[config.mk]
export PLATFORM = sky130hd
export DESIGN_NAME = regcmp_slice
export DESIGN_NICKNAME = d
export VERILOG_FILES = /design/src/rtl/regcmp_pkg.sv /design/src/rtl/regcmp_shreg.sv /design/src/rtl/regcmp_compare.sv /design/src/rtl/regcmp_status.sv /design/src/rtl/regcmp_slice.sv
export SDC_FILE = /design/constraint.sdc
export NUM_CORES = 1
export LEC_CHECK = 0
export BUFFER_PORTS_ARGS = -buffer_cell sky130_fd_sc_hd__buf_4
export CORE_MARGIN = 2
export CORE_UTILIZATION = 42
export DETAILED_ROUTE_END_ITERATION = 6
export PLACE_DENSITY = 0.73
export SLEW_MARGIN = 10
export SYNTH_ARGS = -nofsm -noshare
export SYNTH_HDL_FRONTEND = slang
export SYNTH_SLANG_ARGS = --single-unit
[constraint.sdc]
create_clock -name clk -period 1.6 [get_ports clk]
set_input_delay 0.24 -clock clk [delete_from_list [all_inputs] [get_ports clk]]
set_output_delay 0.24 -clock clk [all_outputs]
set_load 0.05 [all_outputs]
[src/rtl/regcmp_pkg.sv]
package regcmp_pkg;
   typedef enum logic [1:0] {
      SEL_HOLD  = 2'b00,
      SEL_READ  = 2'b01,
      SEL_SHIFT = 2'b10,
      SEL_LOAD  = 2'b11
   } regcmp_sel_e;

   typedef struct packed {
      logic gt;
      logic eq;
      logic lt;
   } regcmp_rel_t;
endpackage

[src/rtl/regcmp_shreg.sv]
module regcmp_shreg
   import regcmp_pkg::*;
#(
   parameter int W = 8
) (
   input  logic         clk,
   input  logic         rst,
   input  regcmp_sel_e  sel,
   input  logic         ser_in,
   input  logic [W-1:0] par_in,
   output logic [W-1:0] q
);
   initial begin
      if (W < 2) $error("regcmp_shreg: W must be at least 2");
   end

   always_ff @(posedge clk) begin
      if (rst) begin
         q <= '0;
      end else begin
         case (sel)
            SEL_SHIFT: q <= {q[W-2:0], ser_in};
            SEL_LOAD:  q <= par_in;
            default:   q <= q;
         endcase
      end
   end

   // hold and read leave the register untouched
   p_keep_r2: assert property (@(posedge clk) disable iff (rst)
      (sel == SEL_HOLD || sel == SEL_READ) |=> $stable(q));
   // load captures the bus
   p_load_r4: assert property (@(posedge clk) disable iff (rst)
      (sel == SEL_LOAD) |=> (q == $past(par_in)));
   // shift moves toward the MSB with the serial bit at bit 0
   p_shift_r5: assert property (@(posedge clk) disable iff (rst)
      (sel == SEL_SHIFT) |=> (q == {$past(q[W-2:0]), $past(ser_in)}));
endmodule

[src/rtl/regcmp_compare.sv]
module regcmp_compare
   import regcmp_pkg::*;
#(
   parameter int W      = 8,
   parameter bit RIPPLE = 1'b1
) (
   input  logic [W-1:0] a,
   input  logic [W-1:0] b,
   input  logic         signed_mode,
   output regcmp_rel_t  rel
);
   localparam int MSB = W - 1;

   logic [W-1:0] ax, bx;
   logic         gt_r, lt_r;

   // Inverting the sign bits maps two's complement order onto unsigned order.
   assign ax = {a[MSB] ^ signed_mode, a[MSB-1:0]};
   assign bx = {b[MSB] ^ signed_mode, b[MSB-1:0]};

   generate
      if (RIPPLE) begin : g_ripple
         logic [W:0] gtc, ltc;
         assign gtc[W] = 1'b0;
         assign ltc[W] = 1'b0;
         for (genvar i = 0; i < W; i++) begin : g_bit
            assign gtc[i] = gtc[i+1] | (~ltc[i+1] & ax[i] & ~bx[i]);
            assign ltc[i] = ltc[i+1] | (~gtc[i+1] & ~ax[i] & bx[i]);
         end
         assign gt_r = gtc[0];
         assign lt_r = ltc[0];
      end else begin : g_direct
         assign gt_r = (ax > bx);
         assign lt_r = (ax < bx);
      end
   endgenerate

   assign rel.gt = gt_r;
   assign rel.lt = lt_r;
   assign rel.eq = ~gt_r & ~lt_r;

   // exactly one relation holds
   always_comb begin
      p_rel_onehot_r6: assert ($countones({gt_r, lt_r}) <= 1);
   end
endmodule

[src/rtl/regcmp_status.sv]
module regcmp_status
   import regcmp_pkg::*;
(
   input  logic        clk,
   input  logic        rst,
   input  regcmp_rel_t rel,
   input  logic        stat_en_n,
   input  logic        pri_in,
   input  logic        shift_mode,
   input  logic        q_msb,
   output logic        pd_gt,
   output logic        pd_eq,
   output logic        pd_lt,
   output logic        pri_out
);
   logic en;

   assign en      = ~stat_en_n;
   assign pd_eq   = en & ~rel.eq;
   assign pd_gt   = en & pri_in & ~rel.gt;
   assign pd_lt   = en & pri_in & ~rel.lt;
   assign pri_out = shift_mode ? q_msb : (pri_in & rel.eq);

   // disabled status pulls nothing low
   p_off_r8: assert property (@(posedge clk) disable iff (rst)
      stat_en_n |-> !(pd_gt | pd_eq | pd_lt));
   // without priority only the equal pin may pull low
   p_pri_gate_r9: assert property (@(posedge clk) disable iff (rst)
      !pri_in |-> !(pd_gt | pd_lt));
   // outgoing priority never appears without incoming priority
   p_chain_r10: assert property (@(posedge clk) disable iff (rst)
      (!shift_mode && !pri_in) |-> !pri_out);
endmodule

[src/rtl/regcmp_slice.sv]
module regcmp_slice
   import regcmp_pkg::*;
#(
   parameter int W      = 8,
   parameter bit RIPPLE = 1'b1
) (
   input  logic         clk,
   input  logic         rst,
   input  logic [1:0]   sel,
   input  logic         cmp_signed,
   input  logic         stat_en_n,
   input  logic         pri_si,
   input  logic [W-1:0] bus_in,
   output logic [W-1:0] bus_out,
   output logic         bus_oe,
   output logic         pri_so,
   output logic         gt_pd,
   output logic         eq_pd,
   output logic         lt_pd,
   output logic         gt_lvl,
   output logic         eq_lvl,
   output logic         lt_lvl
);
   localparam int MSB = W - 1;

   initial begin
      if (W < 2) $error("regcmp_slice: W must be at least 2");
   end

   regcmp_sel_e  sel_e;
   logic [W-1:0] q;
   regcmp_rel_t  rel;

   assign sel_e = regcmp_sel_e'(sel);

   regcmp_shreg #(.W(W)) i_shreg (
      .clk(clk), .rst(rst), .sel(sel_e), .ser_in(pri_si),
      .par_in(bus_in), .q(q)
   );

   regcmp_compare #(.W(W), .RIPPLE(RIPPLE)) i_cmp (
      .a(q), .b(bus_in), .signed_mode(cmp_signed), .rel(rel)
   );

   regcmp_status i_status (
      .clk(clk), .rst(rst), .rel(rel), .stat_en_n(stat_en_n),
      .pri_in(pri_si), .shift_mode(sel_e == SEL_SHIFT), .q_msb(q[MSB]),
      .pd_gt(gt_pd), .pd_eq(eq_pd), .pd_lt(lt_pd), .pri_out(pri_so)
   );

   assign bus_oe  = (sel_e == SEL_READ);
   assign bus_out = bus_oe ? q : '0;

   assign gt_lvl = ~gt_pd;
   assign eq_lvl = ~eq_pd;
   assign lt_lvl = ~lt_pd;

   // no bus drive outside read
   p_bus_quiet_r3: assert property (@(posedge clk) disable iff (rst)
      !bus_oe |-> (bus_out == '0));
   // enabled and prioritised status shows exactly one high level
   p_one_level_r11: assert property (@(posedge clk) disable iff (rst)
      (!stat_en_n && pri_si) |-> ($countones({gt_lvl, eq_lvl, lt_lvl}) == 1));
endmodule

==> impl_metrics.json <==
{
  "status": "finished with violations",
  "failed_checks": "negative setup slack",
  "mostFrequentLayoutCell": "buf_4",
  "cts_root_buffer": "clkbuf_4",
  "max-vdd-ir-drop_v": 0.000437,
  "critPathKind": "register to primary output",
  "setup_viol": 7,
  "reg_top3": "i_shreg.q (8)",
  "rsz0062_at_grt": "true",
  "grt-ovfl-total": 0,
  "yosysTopAreaCell": "dfxtp_1",
  "dp_slack_ps": -494,
  "start_util": 0.435,
  "dr.pass1.iters": 4,
  "finalWirelength_um": 2640,
  "hold_class": "input port to register",
  "final_nets": 171,
  "regMostFlops": "i_shreg.q",
  "cp.arrival_ps": 2030,
  "ios": 31,
  "grt.total_usage": 0.251,
  "wl_per_cell_um": 15.4,
  "synthCells": 97,
  "synth-seq-cells": 8,
  "report.final.slew_viol_count": 0,
  "clkTransAtPathRegs_ps": 60,
  "slew-limit-headroom": 0.724,
  "cp_data_required_time_ps": 1360,
  "drc": 0,
  "critical_path.max_stage_delay_ps": 390,
  "core_um2": 1690,
  "antenna_cells": 0,
  "synth_cell_types": 29,
  "setup_ws_ps": -670,
  "grt_max_degree": 12,
  "synth_compound_area_frac": 0.286,
  "clock_sinks": 8,
  "portBuffers": 30,
  "drtIter0Drc": 17,
  "hold_start": "rst",
  "layout_common_cells": "buf_4, nor2_1, mux2i_1, a211oi_1, and2_1",
  "fin_skew_ps": 1.66,
  "critical_path_peak_fanout": 4,
  "htree_levels": 1,
  "antenna_found_initial": 0,
  "timing.rr.start": "i_shreg.q[3]",
  "yosysSeqAreaShare": 0.218,
  "synth.cell_area_um2": 734,
  "post_route_cells_drive_above_1_share": 0.571,
  "place_congestion": 0.825,
  "synth_top_area_frac": 0.218,
  "die_w_um": 45.8,
  "hold_ws_ps": 221,
  "tns_ps": -3990,
  "area_growth_syn_to_layout_pct": 94.9,
  "max_slew.worst_pin.slew_ps": 415,
  "hold_buffers": 0,
  "cap_violations": 0,
  "synth_xor_area_frac": 0.0239,
  "final_antenna_net_count": 0,
  "grt_pass1_wl_um": 3890,
  "insertion_delay_ps": 250,
  "first_global_vias": 908,
  "cellLeakagePower_uw": 0.000635,
  "critPathLaunchType": "register",
  "cts_buffers": 3,
  "synth_fa_ha_area_frac": 0.0307,
  "critPathCaptureType": "primary output",
  "largest_register_ffs": 8,
  "min_period_ps": 2270,
  "synth.avg_cell_area_um2": 7.57,
  "crit_path_top_delay_cell": "o311a_4",
  "max_freq_mhz": 440,
  "power_density_nw_per_um2": 580,
  "die_area_um2": 2100,
  "cts_tree": "yes",
  "path_cells": "nor2b_2 > o31ai_4 > a211oi_4 > o22ai_4 > o311a_4 > buf_8",
  "cp_top_family": "compound AO/OA/AOI/OAI gates",
  "post-route-period-util": 1.42,
  "crit_start": "i_shreg.q[4]",
  "synthSimpleGateAreaFrac": 0.261,
  "vias_per_cell": 5.67,
  "synth_top_family_by_area": "compound AO/OA/AOI/OAI gates",
  "ys_top_cells_by_area": "dfxtp_1, a211oi_1, mux2i_1",
  "dpl.hpwl_um": 1860,
  "crit_buf_inv": 1,
  "syn_nets": 112,
  "hold_violations": 0,
  "cts_max_path_buffers": 2,
  "rows": 15,
  "chipHeight_um": 45.8,
  "via_count": 969,
  "yosysWarnings": 0,
  "fill_cells": 99,
  "yosys-mux-area-fraction": 0.109
}
what timing repair did:
item                                    in CTS  in global routing
setup buffers                                4                  1
pin swaps                                    9                  7
endpoints found under the setup margin       7                  7
resized for setup                           16                  6
per-layer routing:
metal	track usage	wire length (µm)
met5	0	0
met4	0.0914	65
met3	0.0119	110
met2	0.470	1460
met1	0.296	1000
final cells by class:
| class | count | area [µm²] | share of cell area |
|---|---|---|---|
| Multi-Input combinational cell | 75 | 701 | 0.490 |
| Timing Repair Buffer | 61 | 495 | 0.346 |
| Sequential cell | 8 | 163 | 0.114 |
| Inverter | 7 | 28.8 | 0.0201 |
| Clock buffer | 3 | 22.5 | 0.0157 |
| Tap cell | 17 | 21.3 | 0.0149 |
Yosys cell counts:
| cell type | instances |
|---|---|
| o311ai_1 | 1 |
| a211o_2 | 1 |
| nand2_1 | 2 |
| dfxtp_1 | 8 |
| nand2b_1 | 4 |
| inv_1 | 7 |
| clkbuf_1 | 6 |
| buf_1 | 1 |
| xnor2_1 | 2 |
| mux2i_1 | 8 |
| a211oi_1 | 11 |
| a32oi_1 | 1 |
| a21oi_1 | 1 |
| o21bai_1 | 1 |
| a21o_1 | 1 |
| o211ai_1 | 2 |
| and2_1 | 7 |
| a31oi_1 | 3 |
| nor4b_1 | 2 |
| nor2_1 | 9 |
| o21ai_0 | 3 |
| nor2b_1 | 7 |
| nand3_1 | 1 |
| o22ai_1 | 1 |
| o31ai_1 | 2 |
| nand3b_1 | 1 |
| maj3_2 | 2 |
| o311a_1 | 1 |
| and2_2 | 1 |
where the power goes:
group          leakage [µW]  internal [µW]  switching (µW)  total, µW
clock network     0.0000138           86.0            70.1        156
logic              0.000554            207             237        444
registers         0.0000670            215            15.1        230
stage by stage:
step | utilization | instance area, µm² | power [µW] | std cells
floorplan | - | 846 | 457 | 97
global placement | 0.745 | 1260 | 592 | 163
detailed placement | 0.745 | 1260 | 602 | 163
CTS | 0.826 | 1400 | 813 | 170
global route | 0.847 | 1430 | 870 | 171
finish | 0.847 | 1430 | 830 | 171
logic make-up (layout without fill, tap and decap cells):
group           count (synthesis)  after routing
simple gates                   34             34
compound gates                 29             29
buf+inv                        14             71
mux                             8              8
flops                           8              8
fa+ha+maj                       2              2
xor+xnor                        2              2
path summary, 6_finish.rpt:
| check | endpoint | slack (ps) | cells past startpoint |
|---|---|---|---|
| setup / recovery | gt_pd | -670 | 6 |
| hold / removal | i_shreg.q[3] | 220 | 2 |
| setup reg to reg | i_shreg.q[4] | 610 | 3 |
| hold reg to reg | i_shreg.q[6] | 650 | 3 |
Power figures use the tool's default switching activity.
